File: src/rtl/ep_bank_pkg.sv
package ep_bank_pkg;

  localparam int FLAG_NUM = 2;
  localparam int FLAG_TX  = 0;
  localparam int FLAG_RX  = 1;

  // Strobes from the control side to the bank datapath, one cycle each.
  typedef struct packed {
    logic                cntInc;     // a bank became busy
    logic                cntDecEng;  // engine consumed a bank
    logic                cntDecSw;   // software freed or kill discarded a bank
    logic                swStep;     // toggle software pointer
    logic                engStep;    // toggle engine pointer
    logic [FLAG_NUM-1:0] flagSet;    // event flags to raise
  } bankStrobe_t;

endpackage

File: src/rtl/ep_bank_ctrl_fsm.sv
module ep_bank_ctrl_fsm
  import ep_bank_pkg::*;
#(
  parameter int KILL_CYCLES = 2,
  localparam int TIMER_W = $clog2(KILL_CYCLES + 1)
) (
  input  logic        clk,
  input  logic        rst,
  input  logic        dirIn,
  input  logic        swRelease,
  input  logic        swKillSet,
  input  logic        pktInSent,
  input  logic        pktOutRcvd,
  input  logic [1:0]  busyCount,
  output bankStrobe_t strobe,
  output logic        killBusy
);

  logic [TIMER_W-1:0] killTimer;
  logic [1:0]         afterSend;
  logic               inSend, inCommit, inDiscard, killEnd, killStart;
  logic               outRecv, outFree;

  always_comb begin
    inSend    = dirIn && pktInSent && (busyCount != 2'd0);
    afterSend = busyCount - {1'b0, inSend};
    inCommit  = 1'b0;
    inDiscard = 1'b0;
    killEnd   = 1'b0;
    killStart = 1'b0;
    if (dirIn) begin
      if (killBusy) begin
        if (afterSend == 2'd0)                 killEnd   = 1'b1;  // token took the target
        else if (killTimer == TIMER_W'(1))     inDiscard = 1'b1;
      end else begin
        inCommit  = swRelease && !swKillSet && (busyCount != 2'd2);
        killStart = swKillSet && (afterSend != 2'd0);
      end
    end
    outRecv = !dirIn && pktOutRcvd && (busyCount != 2'd2);
    outFree = !dirIn && swRelease  && (busyCount != 2'd0);

    strobe.cntInc           = inCommit | outRecv;
    strobe.cntDecEng        = inSend;
    strobe.cntDecSw         = inDiscard | outFree;
    strobe.swStep           = inCommit | inDiscard | outFree;
    strobe.engStep          = inSend | outRecv;
    strobe.flagSet          = '0;
    strobe.flagSet[FLAG_TX] = inSend;
    strobe.flagSet[FLAG_RX] = outRecv;
  end

  always_ff @(posedge clk) begin
    if (rst) begin
      killBusy  <= 1'b0;
      killTimer <= '0;
    end else if (killBusy) begin
      if (killEnd || inDiscard) killBusy <= 1'b0;
      else                      killTimer <= killTimer - TIMER_W'(1);
    end else if (killStart) begin
      killBusy  <= 1'b1;
      killTimer <= TIMER_W'(KILL_CYCLES);
    end
  end

  // Independent age counter for the kill window check.
  logic [TIMER_W-1:0] killAge;
  always_ff @(posedge clk) begin
    if (rst || !killBusy) killAge <= '0;
    else                  killAge <= killAge + TIMER_W'(1);
  end

  AST_KILL_BOUNDED: assert property (@(posedge clk) disable iff (rst)
    killBusy |-> (int'(killAge) < KILL_CYCLES));

  AST_KILL_START: assert property (@(posedge clk) disable iff (rst)
    $rose(killBusy) |-> ($past(dirIn) && $past(busyCount) != 2'd0));

endmodule

File: src/rtl/ep_bank_dp.sv
module ep_bank_dp
  import ep_bank_pkg::*;
(
  input  logic                clk,
  input  logic                rst,
  input  bankStrobe_t         strobe,
  input  logic [FLAG_NUM-1:0] flagClr,
  input  logic [FLAG_NUM-1:0] enSet,
  input  logic [FLAG_NUM-1:0] enClr,
  output logic [1:0]          busyCount,
  output logic                swBank,
  output logic                engBank,
  output logic [FLAG_NUM-1:0] flags,
  output logic [FLAG_NUM-1:0] enables,
  output logic [FLAG_NUM-1:0] irq
);

  always_ff @(posedge clk) begin
    if (rst) begin
      busyCount <= 2'd0;
      swBank    <= 1'b0;
      engBank   <= 1'b0;
    end else begin
      busyCount <= busyCount + {1'b0, strobe.cntInc}
                 - {1'b0, strobe.cntDecEng} - {1'b0, strobe.cntDecSw};
      if (strobe.swStep)  swBank  <= ~swBank;
      if (strobe.engStep) engBank <= ~engBank;
    end
  end

  for (genvar i = 0; i < FLAG_NUM; i++) begin : g_flag
    always_ff @(posedge clk) begin
      if (rst) begin
        flags[i]   <= 1'b0;
        enables[i] <= 1'b0;
      end else begin
        flags[i]   <= strobe.flagSet[i] | (flags[i] & ~flagClr[i]);
        enables[i] <= enSet[i] | (enables[i] & ~enClr[i]);
      end
    end
    assign irq[i] = flags[i] & enables[i];

    AST_FLAG_CLEAR: assert property (@(posedge clk) disable iff (rst)
      $fell(flags[i]) |-> $past(flagClr[i]));
    AST_FLAG_CAUSE: assert property (@(posedge clk) disable iff (rst)
      $rose(flags[i]) |-> $past(strobe.flagSet[i]));
    AST_EN_RISE: assert property (@(posedge clk) disable iff (rst)
      $rose(enables[i]) |-> $past(enSet[i]));
  end

  AST_COUNT_RANGE: assert property (@(posedge clk) disable iff (rst)
    busyCount != 2'd3);

  AST_RESET_CLEARS: assert property (@(posedge clk)
    $past(rst) |-> (busyCount == 2'd0 && !swBank && !engBank && flags == '0));

endmodule

File: src/rtl/ep_bank_ctrl.sv
module ep_bank_ctrl
  import ep_bank_pkg::*;
#(
  parameter int KILL_CYCLES = 2
) (
  input  logic       clk,
  input  logic       rst,
  input  logic       dirIn,
  input  logic       swRelease,
  input  logic       swKillSet,
  input  logic [1:0] flagClr,
  input  logic [1:0] enSet,
  input  logic [1:0] enClr,
  input  logic       pktInSent,
  input  logic       pktOutRcvd,
  output logic [1:0] busyCount,
  output logic       swBank,
  output logic       engBank,
  output logic       fifoCtrl,
  output logic       killBusy,
  output logic [1:0] flags,
  output logic [1:0] enables,
  output logic [1:0] irq
);

  bankStrobe_t strobe;

  ep_bank_ctrl_fsm #(.KILL_CYCLES(KILL_CYCLES)) u_fsm (
    .clk(clk), .rst(rst), .dirIn(dirIn),
    .swRelease(swRelease), .swKillSet(swKillSet),
    .pktInSent(pktInSent), .pktOutRcvd(pktOutRcvd),
    .busyCount(busyCount), .strobe(strobe), .killBusy(killBusy)
  );

  ep_bank_dp u_dp (
    .clk(clk), .rst(rst), .strobe(strobe),
    .flagClr(flagClr), .enSet(enSet), .enClr(enClr),
    .busyCount(busyCount), .swBank(swBank), .engBank(engBank),
    .flags(flags), .enables(enables), .irq(irq)
  );

  // IN: current bank free to fill; OUT: current bank holds data.
  assign fifoCtrl = dirIn ? (busyCount != 2'd2) : (busyCount != 2'd0);

  AST_OUT_FIFO_RX: assert property (@(posedge clk) disable iff (rst)
    (!dirIn && $rose(fifoCtrl)) |-> flags[FLAG_RX]);

  AST_COMMIT_FULL: assert property (@(posedge clk) disable iff (rst)
    (dirIn && swRelease && !swKillSet && !killBusy && !pktInSent && busyCount == 2'd2)
      |=> (busyCount == 2'd2 && $stable(swBank)));

  AST_RACE_END: assert property (@(posedge clk) disable iff (rst)
    (dirIn && killBusy && pktInSent && busyCount == 2'd1)
      |=> (!killBusy && busyCount == 2'd0 && flags[FLAG_TX]));

endmodule

File: config.mk
export PLATFORM = sky130hd
export DESIGN_NAME = ep_bank_ctrl
export DESIGN_NICKNAME = d
export VERILOG_FILES = /design/src/rtl/ep_bank_pkg.sv /design/src/rtl/ep_bank_ctrl_fsm.sv /design/src/rtl/ep_bank_dp.sv /design/src/rtl/ep_bank_ctrl.sv
export SDC_FILE = /design/constraint.sdc
export NUM_CORES = 1
export LEC_CHECK = 0
export ABC_AREA = 1
export BUFFER_PORTS_ARGS = -buffer_cell sky130_fd_sc_hd__buf_2
export CORE_MARGIN = 2
export CORE_UTILIZATION = 41
export CTS_CLUSTER_DIAMETER = 120
export DETAILED_ROUTE_END_ITERATION = 7
export PLACE_DENSITY = 0.72
export SYNTH_ARGS = -nofsm -noshare
export SYNTH_HDL_FRONTEND = slang
export SYNTH_HIERARCHICAL = 1
export SYNTH_SLANG_ARGS = --single-unit
File: constraint.sdc
create_clock -name clk -period 2 [get_ports clk]
set_input_delay 0 -clock clk [delete_from_list [all_inputs] [get_ports clk]]
set_output_delay 0 -clock clk [all_outputs]
set_load 0.005 [all_outputs]
==> run metrics <==
status=finished, final reports clean; top post-synthesis cells by count=inv_1, nand2_1, nor2_1, dfxtp_1, nand3_1; Critical Path AT=2100 ps; Hold Crit Class=input port to flip-flop; Least-Margin Pin Slew=182 ps; final hold vios=0; Syn Nets=115; Mapped Cells=99; Pleak=0.502 nW; synth unique cells=16; latest clock arrival within the worst-skew pair=270 ps; crit start category=flip-flop; layout cells sized above 1=0.328; top-area cell type share of the netlist area=0.340; largest net degree at the start of global routing=11; largest area contributor in the netlist=dfxtp_1; die width=43.7 um; fin area=857 um^2; critical-path cell list=ha_4 > nand3_2 > or2_4 > nand2_1 > inv_1 > fa_1 > ha_2 > nand3b_1 > a21oi_2; area growth from synthesis to layout=32.5%; clock sink count=11; Power Density=941 nW/um^2; Initial DRC Count=19; Max IR drop VDD=0.000499 V; Routed WL per cell=9.39 um; Die H=43.7 um; first-pass iteration count of the detailed router=4; cts bufs inserted=3; Pint=0.000509 W; part of the power in combinational logic=0.450; vias post-DR=664; WS Path Type=flip-flop to flip-flop; Final period util=0.945; post-layout util=0.576; drt via density=4.61; Area after DPL=782 um^2; sw frac=0.369; hold path cells=2; gr ovfl total=0; diode count=0; postcts setup bufs=0; switching pwr=0.000297 W; Tmin final=1890 ps; Max Slew Vio Count=0; Yosys warning count=6; I/O pin cnt=25; Clk pwr share=0.188; Layout fillers=141; syn_area_per_cell=6.53 um^2; Reg clk slew, reported paths=80 ps; initial antenna violation count=0; async set or reset register ratio after synthesis=0; clock skew=8.15 ps; Initial Util=0.434; Worst Setup End Kind=flip-flop; Max stage delay on crit path=430 ps; Critical Path RT=2210 ps; global placer's final weighted congestion=0.760; Row Count=14; vias in the first global route=559; total die area=1910 um^2; Seq cells post-synth=11; placed cells=138; Bufs on Longest Clock Path=2; PortBufs=24; Layout Cells excl Fill=144; most common cell in the netlist=inv_1; H-tree level count=1; CP max FO=3; first-pass GRT wire length=2080 um; pre-CTS setup slack=-5.32 ps; Max-slew headroom=0.879; number of flops mapped to enable cells by yosys=0; cells on worst reg2reg path=9; Final #Nets=145; Synth Flop Type=dfxtp_1; Root Buffer=clkbuf_4; detailed-route DRC error count=0; Antenna Nets Post-Route=0; Synth area leaders=dfxtp_1, inv_1, nand2_1; core area=1490 um^2; Setup-failing EPs final=0; Total GRT Usage=0.147; CTS tree=done; Max-Cap Viols=0; register area share after synthesis=0.340; share of power burned in registers=0.362; post-DP HPWL=1010 um; Worst Slack Setup Final=110 ps; aggregate routed wire length=1350 um; Fmax=529 MHz; Crit-path slowest cell=fa_1; synthesized area=647 um^2
==> worst max-delay path, delay by kind of cell, from the launching register on <==
family / cells / cell delay (ps)
adders and majority gates: 3 / 750
and+or+nand+nor: 4 / 540
DFF: 1 / 360
AOI/OAI and AO/OA: 1 / 130
buffers and inverters: 1 / 50
==> metrics by stage <==
stage / hold WS (ps) / power (W) / TNS [ps]
floorplan: 72.0 / 0.000524 / 0
global placement: 206 / 0.000622 / 0
detailed placement: 218 / 0.000635 / -5.32
CTS: 9.88 / 0.000797 / 0
global route: 32.5 / 0.000877 / -0.212
finish: 4.28 / 0.000806 / 0
==> cell usage in the layout (no fill, tap or decap) <==
cell and n:
inv_2 1, buf_4 3, dfxtp_2 3, nand2_2 1, dfxtp_1 8, nand3b_1 1, dlygate4sd3_1 2, a21oi_1 6
nand3_1 7, inv_1 23, fa_1 1, xnor2_1 2, nor2_1 12, a21oi_2 1, buf_2 24, clkbuf_1 1
ha_4 1, nand4_1 1, clkbuf_4 3, nand3_2 2, nand2_1 22, or2_2 1, or2_4 1, ha_2 1
==> state kept, by name, indices dropped and copies added (netlist names) <==
register / cells
u_dp/busyCount: 2
u_dp/enables: 2
u_dp/flags: 2
u_fsm/killTimer: 2
u_dp/engBank: 1
u_dp/swBank: 1
u_fsm/killBusy: 1
==> path summary, 6_finish.rpt <==
| kind | start | to | slack, ps |
|---|---|---|---|
| max | u_fsm/killTimer[0] | u_dp/busyCount[1] | 110 |
| min | rst | u_dp/busyCount[1] | 4 |
| max reg2reg | u_fsm/killTimer[0] | u_dp/busyCount[1] | 110 |
| min reg2reg | u_fsm/killTimer[1] | u_fsm/killTimer[1] | 500 |
==> logic make-up after synthesis <==
| family | synth area share |
|---|---|
| flops | 0.340 |
| simple gates | 0.321 |
| buf+inv | 0.182 |
| xor+xnor | 0.0271 |
| compound gates | 0.0600 |
| fa+ha+maj | 0.0696 |
==> layout make-up <==
cell class              count  area, um^2  share of cell area
inverters                  24        90.1               0.105
multi-input cells          60         334               0.390
repair buffers             29         163               0.190
flip-flops and latches     11         224               0.261
clock buffers               4        26.3              0.0307
well taps                  16        20.0              0.0234
==> timing repair <==
item / CTS / global route
hold endpoints to repair: 2 / 0
pin swaps: 1 / 4
endpoints found under the setup margin: 1 / 2
hold buffers: 2 / 0
gates resized for setup: 3 / 7
==> power groups by stage <==
stage | registers, W | clock network, W | logic [W]
after floorplan | 0.000307 | 0 | 0.000217
after global placement | 0.000291 | 0 | 0.000332
after detailed placement | 0.000291 | 0 | 0.000344
after CTS | 0.000287 | 0.000158 | 0.000352
after global routing | 0.000297 | 0.000163 | 0.000417
final | 0.000292 | 0.000151 | 0.000363
==> routing by layer <==
| layer | track usage | wire length, um | vias up |
|---|---|---|---|
| met3 | 0.0250 | 54 | 2 |
| met2 | 0.259 | 705 | 19 |
| met4 | 0.0909 | 17 | 0 |
| li1 | - | - | 350 |
| met1 | 0.162 | 575 | 293 |
| met5 | 0 | 0 | - |
Power figures use the tool's default switching activity.
